--- src/rtl/tenth_time_pkg.sv ---
package tenth_time_pkg;

  // Strobes from the control half to the datapath half.
  typedef struct packed {
    logic clear;    // synchronous clear of all state
    logic advance;  // a tick is being taken this cycle
    logic carry;    // this tick also adds the extra LSB
  } stepCtl_t;

endpackage

--- src/rtl/tenth_time_ctrl.sv ---
module tenth_time_ctrl
  import tenth_time_pkg::*;
#(
  parameter int FRAC_BITS = 8,
  parameter int TICK_DIV  = 10,
  parameter int ERR_W     = 4
) (
  input  logic             clk,
  input  logic             rst,
  input  logic             tick,
  output stepCtl_t         ctl,
  output logic [ERR_W-1:0] errAcc
);

  localparam int ONE_SEC = 1 << FRAC_BITS;
  localparam int REM_INC = ONE_SEC % TICK_DIV;
  localparam logic [ERR_W:0] REM_X = (ERR_W+1)'(REM_INC);
  localparam logic [ERR_W:0] DIV_X = (ERR_W+1)'(TICK_DIV);

  logic [ERR_W:0]   errSum;
  logic             carryNow;
  logic [ERR_W-1:0] errNext;

  generate
    if (REM_INC == 0) begin : g_exact
      // Period is exact in binary: no remainder ever builds up.
      assign errSum   = '0;
      assign carryNow = 1'b0;
      assign errNext  = '0;
    end else begin : g_corrected
      assign errSum   = {1'b0, errAcc} + REM_X;
      assign carryNow = (errSum >= DIV_X);
      always_comb begin
        if (carryNow) errNext = ERR_W'(errSum - DIV_X);
        else          errNext = ERR_W'(errSum);
      end
    end
  endgenerate

  always_comb begin
    ctl.clear   = rst;
    ctl.advance = tick & ~rst;
    ctl.carry   = tick & ~rst & carryNow;
  end

  always_ff @(posedge clk) begin
    if (rst)       errAcc <= '0;
    else if (tick) errAcc <= errNext;
  end

endmodule

--- src/rtl/tenth_time_dp.sv ---
module tenth_time_dp
  import tenth_time_pkg::*;
#(
  parameter int TIME_W    = 32,
  parameter int FRAC_BITS = 8,
  parameter int TICK_DIV  = 10
) (
  input  logic              clk,
  input  stepCtl_t          ctl,
  output logic [TIME_W-1:0] timeVal,
  output logic              corrFlag
);

  localparam int ONE_SEC  = 1 << FRAC_BITS;
  localparam int BASE_INC = ONE_SEC / TICK_DIV;
  localparam logic [TIME_W-1:0] BASE_T = TIME_W'(BASE_INC);

  logic [TIME_W-1:0] stepAmt;

  always_comb begin
    stepAmt = BASE_T + TIME_W'(ctl.carry);
  end

  always_ff @(posedge clk) begin
    if (ctl.clear) begin
      timeVal  <= '0;
      corrFlag <= 1'b0;
    end else begin
      corrFlag <= ctl.carry;
      if (ctl.advance) timeVal <= timeVal + stepAmt;
    end
  end

endmodule

--- src/rtl/tenth_time_accum.sv ---
module tenth_time_accum
  import tenth_time_pkg::*;
#(
  parameter int TIME_W    = 32,
  parameter int FRAC_BITS = 8,
  parameter int TICK_DIV  = 10,
  localparam int ERR_W    = $clog2(TICK_DIV)
) (
  input  logic              clk,
  input  logic              rst,
  input  logic              tick,
  output logic [TIME_W-1:0] timeVal,
  output logic [ERR_W-1:0]  errAcc,
  output logic              corrFlag
);

  stepCtl_t ctl;

  tenth_time_ctrl #(
    .FRAC_BITS(FRAC_BITS),
    .TICK_DIV (TICK_DIV),
    .ERR_W    (ERR_W)
  ) u_ctrl (
    .clk   (clk),
    .rst   (rst),
    .tick  (tick),
    .ctl   (ctl),
    .errAcc(errAcc)
  );

  tenth_time_dp #(
    .TIME_W   (TIME_W),
    .FRAC_BITS(FRAC_BITS),
    .TICK_DIV (TICK_DIV)
  ) u_dp (
    .clk     (clk),
    .ctl     (ctl),
    .timeVal (timeVal),
    .corrFlag(corrFlag)
  );

endmodule

--- config.mk ---
export PLATFORM = sky130hd
export DESIGN_NAME = tenth_time_accum
export DESIGN_NICKNAME = d
export VERILOG_FILES = /design/src/rtl/tenth_time_pkg.sv /design/src/rtl/tenth_time_ctrl.sv /design/src/rtl/tenth_time_dp.sv /design/src/rtl/tenth_time_accum.sv
export SDC_FILE = /design/constraint.sdc
export NUM_CORES = 1
export LEC_CHECK = 0
export ABC_AREA = 1
export BUFFER_PORTS_ARGS = -buffer_cell sky130_fd_sc_hd__buf_2
export CORE_UTILIZATION = 54
export DETAILED_ROUTE_END_ITERATION = 10
export PLACE_DENSITY = 0.79
export SYNTH_ARGS = -nofsm -noshare
export SYNTH_HDL_FRONTEND = slang
export SYNTH_SLANG_ARGS = --single-unit
--- constraint.sdc ---
create_clock -name clk -period 3.3 [get_ports clk]
set_input_delay 0.33 -clock clk [delete_from_list [all_inputs] [get_ports clk]]
set_output_delay 0.33 -clock clk [all_outputs]
set_load 0.005 [all_outputs]
* Yosys cells after proc, flatten, opt, wreduce, memory -nomap -nowiden
Index checks and enable logic that the tools add are counted.
** Storage, ports and cells
- Register bits after elaboration :: 37
- Bits in latches :: 0
- Bits in writable memories :: 0
- Bits in read-only memories :: 0
- Output and inout bits :: 37
- Word-level logic and storage cells :: 12
- Memories kept :: 0
** Cells by class
- Add/subtract/negate cells :: 4
- Multipliers :: 0
- Divide/modulo/power cells :: 0
- $lt $le $gt $ge :: 1
- Equal/unequal tests :: 0
- Shift operators :: 0
- Muxes and demuxes :: 1
- Bitwise operators :: 3
- Reductions and logical operators :: 0
** Operator list (number)
- $add A32 B32 Y32 :: 1
- $add A5 B1 Y6 const A :: 1
- $add A4 B3 Y5 const B :: 1
- $ge A5 B4 Y1 const B :: 1
- $mux W4 :: 1
- $sub A4 B4 Y4 const B :: 1
- $and A1 B1 Y1 :: 2
- $not A1 Y1 :: 1

* Logic depth before layout (Yosys ltp)
Gate-level depths: netlist of the first run.
- Word-level depth :: 5
- Depth in mapped cells :: 18

* Cells and area by module
A second synthesis of the first run with hierarchy kept.
** Unflattened totals
- Cell total of the unflattened synthesis :: 303
- Area, all modules :: 1983.2 um^2
** Modules (own cells, without submodules)
- tenth_time_dp :: instances 1, cells an instance 262, area each 1704.1 um^2, seq. area each 660.6 um^2
- tenth_time_ctrl :: instances 1, cells an instance 41, area each 279.0 um^2, seq. area each 60.1 um^2

* Worst setup path after synthesis of the first run
No wires, ideal clock.
- Path type :: register to register
- Start point :: register u_ctrl.errAcc[1]
- End point :: register u_dp.timeVal[30]
- Library setup time :: 113 ps
- Arrival :: 2498 ps
- Slack :: 689 ps
- Cell stages (with the launch flop) :: 18
- Clock period less this slack :: 2611 ps
- Cell sequence :: dfxtp_1 > inv_1 > ha_1 > xnor2_1 > o21ai_0 > nand2_1 > nand2_1 > ha_1 > inv_1 > fa_1 > inv_1 > nand2_1 > nand2_2 > nand3_2 > nor2_4 > nand3_2 > nor2_1 > nor2_1
** Between the ends
- Word-level cells in the longest chain between the ends :: 5
** Ends and longest elaborated chain
- from (decl) :: line tenth_time_ctrl.sv:12 : output logic [ERR_W-1:0] errAcc
- from (signal assigned) :: line tenth_time_ctrl.sv:48 : else if (tick) errAcc <= errNext;
- $add A4 B3 Y5 :: line tenth_time_ctrl.sv:31 : assign errSum = {1'b0, errAcc} + REM_X;
- $ge A5 B4 Y1 :: line tenth_time_ctrl.sv:32 : assign carryNow = (errSum >= DIV_X);
- $and A1 B1 Y1 :: line tenth_time_ctrl.sv:43 : ctl.carry = tick & ~rst & carryNow;
- $add A5 B1 Y6 :: line tenth_time_dp.sv:21 : stepAmt = BASE_T + TIME_W'(ctl.carry);
- $add A32 B32 Y32 :: line tenth_time_dp.sv:30 : if (ctl.advance) timeVal <= timeVal + stepAmt;
- to (signal assigned) :: line tenth_time_dp.sv:30
- to (decl) :: line tenth_time_dp.sv:10 : output logic [TIME_W-1:0] timeVal,
Every way passes these cells.
A chain may end at the register's enable or synchronous reset.

* Worst setup path after layout of the first run
- Start point :: register u_ctrl.errAcc[1]
- End point :: register u_dp.timeVal[16]
The elaborated chain is that of the path after synthesis.

==> Implementation_results.wiki, run 1 <==
{| class="wikitable"
! Metric !! Value
|-
| Most repeated cell in the gate-level netlist after synthesis || sky130_fd_sc_hd__nand2_1
|-
| DRC errors left || 0
|-
| Count of vias placed by the detailed router || 2,048
|-
| Launching element type of the critical path || register
|-
| Async set or reset register ratio after synthesis || 0
|-
| Maximum vdd drop || 414 uV
|-
| Startpoint of the most critical setup path || u_ctrl.errAcc[1]
|-
| Antenna violations before repair || 0
|-
| Master cell of the clock root buffer || sky130_fd_sc_hd__clkbuf_8
|-
| Final setup violation count || 0
|-
| Yosys warns || 0
|-
| Antenna violation net count after detailed routing || 0
|-
| Number of detailed-route iterations in the first pass || 4
|-
| Highest-delay cell along the critical path || sky130_fd_sc_hd__dfxtp_1
|-
| Overflow after GRT || 0
|-
| Worst clock skew || 9.24 ps
|-
| Register area share after synthesis || 0.358
|-
| Routed length per placed instance || 11.9 um
|-
| Placeable Area || 0.00344 sq mm
|-
| Top Ports || 40
|-
| Ratio of final minimum period to clock period || 0.878
|-
| Area share of the largest cell type after synthesis || 0.358
|-
| Flop and latch count out of synthesis || 36
|-
| Synth Instances || 302
|-
| Fin. max-slew vios || 0
|-
| Total Die Area || 0.00397 sq mm
|-
| Critical Path AT || 3090 ps
|-
| Crit path top cell by count || sky130_fd_sc_hd__inv_1
|-
| Clock Tree Buf Depth || 2
|-
| Setup repair after global routing missed its margin || no
|-
| Post-layout nets || 352
|-
| Register-to-Register Setup Slack || 400 ps
|-
| X dimension of the die || 63.0 um
|-
| Net load switching power || 0.281 mW
|-
| Via count of the first global-routing pass || 1,759
|-
| Total power divided by cell area || 452 mW/mm^2
|-
| Outcome || finished, final reports clean
|-
| Post-CTS repair timing setup buffer count || 0
|-
| DP Wirelength || 3430 um
|-
| Switching fraction of total power || 0.263
|-
| Capturing instance or port of the critical path || u_dp.timeVal[16]
|-
| Global-route wire length before repair || 7780 um
|-
| Lkg Pwr || 1.10 nW
|-
| Number of DRC markers after the initial detailed-route iteration || 160
|-
| Die Y-Extent || 63.0 um
|-
| CTS tree || done
|-
| Net count after synthesis || 311
|-
| Worst Path Required || 3490 ps
|-
| Initial Utilization || 0.585
|-
| Top FF cell, synth || sky130_fd_sc_hd__dfxtp_1
|-
| Hold violation count in the final report || 0
|-
| Routability congestion estimate || 0.832
|-
| Delay contributed by the slowest stage of the critical path || 420 ps
|-
| Clock-pin slew reported for the worst setup and hold paths after clock tree synthesis || 80 ps
|-
| Share of the core filled with cells || 0.686
|-
| Most instantiated cells after synthesis || sky130_fd_sc_hd__nand2_1, sky130_fd_sc_hd__nor2_1, sky130_fd_sc_hd__inv_1
|-
| Number of enable-type register cells in the synthesized netlist || 0
|-
| Insertion delay of the later-clocked pin in the worst-skew pair || 300 ps
|-
| Fin cells || 390
|-
| Reg-to-Reg Start || u_ctrl.errAcc[1]
|-
| Vias per Instance || 5.25
|-
| Clock tree sinks || 36
|-
| Placed insts || 382
|-
| Share of total power in combinational logic || 0.158
|-
| Overall Global Routing Usage || 0.254
|-
| Critical Path Sink Type || register
|-
| Worst setup path class || reg2reg
|-
| Total wirelength of the detailed-routed design || 4630 um
|-
| TNS Setup || 0 ps
|-
| Crit-path max FO || 6
|-
| Synthesized area || 0.00201 sq mm
|-
| Reg2Reg Depth || 17
|-
| H-tree Lvls || 2
|-
| Area growth syn-to-layout || 17.4%
|-
| Part of the power in the clock network || 0.402
|-
| Cell-by-cell trace of the critical path || inv_1 > ha_1 > xnor2_1 > o21ai_0 > nand2_1 > nand2_2 > ha_1 > inv_1 > fa_1 > inv_1 > nand2_1 > nand2_2 > nand3_1 > inv_1 > nand2_1 > o21ai_0 > nor2_1
|-
| Minimum clock period || 2900 ps
|-
| Unique cell type count in the Yosys netlist || 33
|-
| Class of the tightest hold or removal check || in2reg
|-
| Sequential cell fraction of total power || 0.440
|-
| Total CTS buffers || 5
|-
| Port Buf Inserts || 38
|-
| Cell taking the most area after synthesis || sky130_fd_sc_hd__dfxtp_1
|-
| Share of cells above drive strength 1 || 0.183
|-
| Core Rows || 21
|-
| Fmax || 345 MHz
|-
| Total internal power || 0.787 mW
|-
| Avg Synthesized Cell Area || 6.66 sq um
|-
| Number of diodes added for antenna fixing || 0
|-
| Max-capacitance violation count || 0
|-
| Worst R2R End || u_dp.timeVal[16]
|-
| Largest cells by area after synthesis || sky130_fd_sc_hd__dfxtp_1, sky130_fd_sc_hd__nand2_1, sky130_fd_sc_hd__nor2_1
|-
| Largest net degree at the start of global routing || 26
|}
[cells in the final DEF, fill, tap and decap left out]
cell type and instances:
sky130_fd_sc_hd__nor3_1 5, sky130_fd_sc_hd__a31oi_1 1, sky130_fd_sc_hd__o21a_1 1, sky130_fd_sc_hd__o211ai_1 1, sky130_fd_sc_hd__conb_1 1, sky130_fd_sc_hd__nand2_2 4, sky130_fd_sc_hd__nand2_1 65, sky130_fd_sc_hd__nor2_4 2
sky130_fd_sc_hd__dfxtp_1 36, sky130_fd_sc_hd__a211oi_1 1, sky130_fd_sc_hd__nor3b_1 2, sky130_fd_sc_hd__nor2_1 47, sky130_fd_sc_hd__and3_1 1, sky130_fd_sc_hd__ha_1 5, sky130_fd_sc_hd__clkbuf_8 7, sky130_fd_sc_hd__buf_2 38
sky130_fd_sc_hd__nand3b_1 2, sky130_fd_sc_hd__inv_1 43, sky130_fd_sc_hd__fa_1 1, sky130_fd_sc_hd__bufinv_16 1, sky130_fd_sc_hd__nor2_2 5, sky130_fd_sc_hd__xor2_1 2, sky130_fd_sc_hd__nor3_2 1, sky130_fd_sc_hd__a21oi_1 18
sky130_fd_sc_hd__nand4_1 8, sky130_fd_sc_hd__nand3_1 19, sky130_fd_sc_hd__buf_4 1, sky130_fd_sc_hd__inv_2 1, sky130_fd_sc_hd__nor3_4 1, sky130_fd_sc_hd__nand3_2 2, sky130_fd_sc_hd__o21ai_0 18, sky130_fd_sc_hd__xnor2_1 2
sky130_fd_sc_hd__and2_1 2
[cell type report]
type | instances | area [sq um]
Multi-Input combinational cell | 217 | 1090
Fill cell | 307 | 1080
Sequential cell | 36 | 721
Timing Repair Buffer | 39 | 198
Inverter | 44 | 165
Clock buffer | 7 | 96.3
Tap cell | 46 | 57.6
Clock inverter | 1 | 30.0
[routing by layer]
layer | routed length [um] | track usage | part of all wire | up-vias
met1 | 2150 | 0.332 | 0.46 | 929
met2 | 2090 | 0.391 | 0.45 | 65
met3 | 281 | 0.0712 | 0.061 | 9
met4 | 106 | 0.0988 | 0.023 | 0
li1 | - | - | - | 1045
met5 | 0 | 0 | 0 | -
[power by group through the flow]
stage / logic [mW] / clock network (mW) / registers [mW]
5_1_grt: 0.192 / 0.453 / 0.473
2_1_floorplan: 0.119 / 0 / 0.480
3_3_place_gp: 0.156 / 0 / 0.479
6_report: 0.169 / 0.430 / 0.470
3_5_place_dp: 0.164 / 0 / 0.479
4_1_cts: 0.166 / 0.434 / 0.469
[critical path, delay by kind of cell, from the launching register on]
family                     cells  cell delay, ps
AOI/OAI and AO/OA              2             290
xor gates and xnor gates       1             150
adders and majority gates      3             770
buffers and inverters          4             410
DFF                            1             420
and+or+nand+nor                7             760
[sequential cells by signal, indices dropped and copies added, names as in the netlist]
signal,flops
u_dp.timeVal,32
u_ctrl.errAcc,3
u_dp.corrFlag,1
[logic make-up (layout without fill, tap and decap cells)]
kind of cell,after synthesis,after routing,synth area share
fa+ha+maj,6,6,0.0410
simple gates,166,166,0.379
xor+xnor,4,4,0.0174
other cells,1,1,0.00186
buf+inv,49,91,0.0989
compound gates,40,40,0.104
flops,36,36,0.358
[stage by stage]
step / area [sq um] / power [mW] / setup WS, ps / hold slack, ps
2_1_floorplan: 2010 / 0.598 / 689 / 470
3_3_place_gp: 2230 / 0.635 / 541 / 482
3_5_place_dp: 2230 / 0.643 / 381 / 487
4_1_cts: 2360 / 1.07 / 372 / 361
5_1_grt: 2360 / 1.12 / 45.4 / 386
6_report: 2360 / 1.07 / 401 / 369
[repair_timing]
action | 4_1_cts | 5_1_grt
hold buffers | 0 | 0
setup endpoints to repair | 0 | 1
gates resized for setup | 0 | 1
[worst min path at each step]
stage / from / endpoint / cells past startpoint
3_5_place_dp: u_dp.timeVal[6] / u_dp.timeVal[6] / 1
6_report: rst / u_dp.timeVal[14] / 2
2_1_floorplan: u_dp.timeVal[12] / u_dp.timeVal[12] / 1
5_1_grt: rst / u_dp.timeVal[20] / 2
3_3_place_gp: u_dp.timeVal[17] / u_dp.timeVal[17] / 2
4_1_cts: rst / u_dp.timeVal[14] / 2
Note: power is estimated with default switching activity, not from simulation.
==> run 2: changes to the inputs <==
Settings changed: CORE_MARGIN set to 4.
==> run 2 against run 1 <==
  * Design area is 2.1% lower
  * Flip-flop and latch count stayed put
  * Worst setup slack worse by 34 ps
  * Clock power is 31% lower
  * Global-route usage is 5.3 points lower
  * Final cell count is 0.26% lower
  * Die area is 20% higher
  * Maximum frequency is 1.2% lower
  * Via count is 1.2% lower
  * Sequential share of layout area is 0.64 points higher
  * Clock skew is 4.4 ps lower
  * Non-clock buffer count stayed put
  * Largest power group unchanged
  * Highest routed layer unchanged
==> Implementation_results.wiki, run 2 (synthesized netlist as in run 1, its figures left out) <==
{| class="wikitable"
! Metric !! Value
|-
| Launch point of the worst hold path || rst (unchanged)
|-
| Total internal power || 0.663 mW (was 0.787 mW)
|-
| Global-route wire length before repair || 8060 um (was 7780 um)
|-
| Crit-path max FO || 7 (was 6)
|-
| Register with the highest flop count || u_dp.timeVal (unchanged)
|-
| DP Wirelength || 3500 um (was 3430 um)
|-
| Count of vias placed by the detailed router || 2,024 (was 2,048)
|-
| Part of the power in the clock network || 0.317 (was 0.402)
|-
| Antenna violations before repair || 0 (unchanged)
|-
| Critical Path Sink Type || register (unchanged)
|-
| Number of diodes added for antenna fixing || 0 (unchanged)
|-
| CTS tree || done (unchanged)
|-
| Critical Path AT || 3160 ps (was 3090 ps)
|-
| Total Die Area || 0.00477 sq mm (was 0.00397 sq mm)
|-
| Clock tree sinks || 36 (unchanged)
|-
| Share of the core filled with cells || 0.667 (was 0.686)
|-
| Top Ports || 40 (unchanged)
|-
| TNS Setup || 0 ps (unchanged)
|-
| Initial Utilization || 0.580 (was 0.585)
|-
| Fmax || 341 MHz (was 345 MHz)
|-
| Leading cell type in the layout, fill and taps excluded || sky130_fd_sc_hd__nand2_1 (unchanged)
|-
| Sum of internal, switching and leakage power || 0.929 mW (was 1.07 mW)
|-
| X dimension of the die || 69.0 um (was 63.0 um)
|-
| Clock-pin slew reported for the worst setup and hold paths after clock tree synthesis || 70 ps (was 80 ps)
|-
| Worst Path Required || 3530 ps (was 3490 ps)
|-
| Area growth syn-to-layout || 15.0% (was 17.4%)
|-
| DRC errors left || 0 (unchanged)
|-
| Final setup violation count || 0 (unchanged)
|-
| Launching element type of the critical path || register (unchanged)
|-
| Total CTS buffers || 5 (unchanged)
|-
| Register-to-Register Setup Slack || 370 ps (was 400 ps)
|-
| Worst setup path class || reg2reg (unchanged)
|-
| Hold bufs inserted after CTS || 0 (unchanged)
|-
| Number of flip-flops in the largest register || 32 (unchanged)
|-
| Worst clock skew || 4.82 ps (was 9.24 ps)
|-
| Min-Delay Path Depth || 2 (unchanged)
|-
| Switching fraction of total power || 0.286 (was 0.263)
|-
| Lkg Pwr || 1.08 nW (was 1.10 nW)
|-
| Port Buf Inserts || 38 (unchanged)
|-
| Placeable Area || 0.00347 sq mm (was 0.00344 sq mm)
|-
| H-tree Lvls || 2 (unchanged)
|-
| Routability congestion estimate || 0.940 (was 0.832)
|-
| Overall Global Routing Usage || 0.201 (was 0.254)
|-
| Maximum vdd drop || 237 uV (was 414 uV)
|-
| Placed insts || 382 (unchanged)
|-
| Max-capacitance violation count || 0 (unchanged)
|-
| Number of DRC markers after the initial detailed-route iteration || 112 (was 160)
|-
| Sequential cell fraction of total power || 0.506 (was 0.440)
|-
| Leading cell types in the layout, fill and taps excluded || sky130_fd_sc_hd__nand2_1, sky130_fd_sc_hd__nor2_1, sky130_fd_sc_hd__inv_1, sky130_fd_sc_hd__buf_2, sky130_fd_sc_hd__dfxtp_1 (unchanged)
|-
| Reg2Reg Depth || 18 (was 17)
|-
| Clock Tree Buf Depth || 2 (unchanged)
|-
| Post-Place Setup Slack || 356 ps (was 381 ps)
|-
| Total wirelength of the detailed-routed design || 4600 um (was 4630 um)
|-
| Ratio of final minimum period to clock period || 0.889 (was 0.878)
|-
| Number of detailed-route iterations in the first pass || 4 (unchanged)
|-
| Routed length per placed instance || 11.8 um (was 11.9 um)
|-
| Vias per Instance || 5.20 (was 5.25)
|-
| Fin cells || 389 (was 390)
|-
| Share of cells above drive strength 1 || 0.178 (was 0.183)
|-
| Die Y-Extent || 69.0 um (was 63.0 um)
|-
| Overflow after GRT || 0 (unchanged)
|-
| Worst R2R End || u_dp.timeVal[30] (was u_dp.timeVal[16])
|-
| Master cell of the clock root buffer || sky130_fd_sc_hd__clkbuf_8 (unchanged)
|-
| Core Rows || 21 (unchanged)
|-
| Class of the tightest hold or removal check || in2reg (unchanged)
|-
| Post-layout nets || 352 (unchanged)
|-
| Top flop regs || u_dp.timeVal (32), u_ctrl.errAcc (3), u_dp.corrFlag (1) (unchanged)
|-
| Antenna violation net count after detailed routing || 0 (unchanged)
|-
| Minimum clock period || 2930 ps (was 2900 ps)
|-
| Reg-to-Reg Start || u_ctrl.errAcc[1] (unchanged)
|-
| Largest net degree at the start of global routing || 26 (unchanged)
|-
| Via count of the first global-routing pass || 1,873 (was 1,759)
|-
| Insertion delay of the later-clocked pin in the worst-skew pair || 290 ps (was 300 ps)
|-
| Worst Hold Endpoint || u_dp.timeVal[14] (unchanged)
|-
| Setup WS post-layout || 367 ps (was 401 ps)
|-
| Total power divided by cell area || 401 mW/mm^2 (was 452 mW/mm^2)
|-
| Share of total power in combinational logic || 0.177 (was 0.158)
|-
| Fin. max-slew vios || 0 (unchanged)
|-
| Net load switching power || 0.266 mW (was 0.281 mW)
|-
| Setup repair after global routing missed its margin || no (unchanged)
|-
| Outcome || finished, final reports clean (unchanged)
|-
| Hold violation count in the final report || 0 (unchanged)
|}
==> run 2: cell count changes in the layout (fill, tap and decap cells not counted) <==
cell	previous run	this run
sky130_fd_sc_hd__clkbuf_8	7	5
sky130_fd_sc_hd__bufinv_16	1	0
sky130_fd_sc_hd__clkbuf_1	0	1
sky130_fd_sc_hd__clkinv_2	0	1
==> run 2: critical path, cell delays in order (launching register included) <==
cell	delay (ps)
sky130_fd_sc_hd__dfxtp_1	410
sky130_fd_sc_hd__inv_1	100
sky130_fd_sc_hd__ha_1	220
sky130_fd_sc_hd__xnor2_1	140
sky130_fd_sc_hd__o21ai_0	160
sky130_fd_sc_hd__nand2_1	170
sky130_fd_sc_hd__nand2_2	140
sky130_fd_sc_hd__ha_1	180
sky130_fd_sc_hd__inv_1	60
sky130_fd_sc_hd__fa_1	360
sky130_fd_sc_hd__inv_1	100
sky130_fd_sc_hd__nand2_1	110
sky130_fd_sc_hd__nand2_2	120
sky130_fd_sc_hd__nand3_2	120
sky130_fd_sc_hd__nor2_4	180
sky130_fd_sc_hd__nand3_2	90
sky130_fd_sc_hd__nand2_1	70
sky130_fd_sc_hd__nand2_1	40
sky130_fd_sc_hd__nor2_1	80
==> run 2: routing by layer <==
| layer | vias up | wire length, um | GRT usage |
|---|---|---|---|
| met3 | 7 | 244 | 0.0422 |
| met5 | - | 0 | 0 |
| met4 | 0 | 66 | 0.0759 |
| li1 | 1043 | - | - |
| met2 | 53 | 2170 | 0.329 |
| met1 | 921 | 2110 | 0.258 |
==> run 2: metrics by stage <==
stage	cell area, sq um	hold slack, ps
2_1_floorplan	2010	470
3_3_place_gp	2230	483
3_5_place_dp	2230	491
4_1_cts	2310	369
5_1_grt	2310	384
6_report	2310	373
==> run 2: what timing repair did <==
| action | 4_1_cts | 5_1_grt |
|---|---|---|
| endpoints found under the hold margin | 0 | 0 |
| buffers inserted | 0 | 0 |
| endpoints found under the setup margin | 0 | 3 |
| resized for setup | 0 | 1 |
==> run 2: power groups by stage <==
stage | Sequential [mW] | Combinational, mW | Clock [mW]
2_1_floorplan | 0.480 | 0.119 | 0
3_5_place_dp | 0.480 | 0.162 | 0
4_1_cts | 0.470 | 0.163 | 0.303
6_report | 0.470 | 0.164 | 0.295
5_1_grt | 0.474 | 0.192 | 0.322
3_3_place_gp | 0.479 | 0.157 | 0
==> run 2: worst max-delay path by stage <==
stage	startpoint	to	slack [ps]
2_1_floorplan	u_ctrl.errAcc[1]	u_dp.timeVal[30]	690
3_5_place_dp	u_ctrl.errAcc[1]	u_dp.timeVal[30]	360
5_1_grt	u_ctrl.errAcc[1]	u_dp.timeVal[16]	20
3_3_place_gp	u_ctrl.errAcc[1]	u_dp.timeVal[30]	540
6_report	u_ctrl.errAcc[1]	u_dp.timeVal[30]	370
4_1_cts	u_ctrl.errAcc[1]	u_dp.timeVal[30]	350
==> run 2: layout make-up <==
type,count,area [sq um]
Inverter,44,165
Multi-Input combinational cell,217,1090
Timing Repair Buffer,39,198
Tap cell,46,57.6
Clock buffer,6,72.6
Sequential cell,36,721
Clock inverter,1,5.00
Fill cell,344,1150
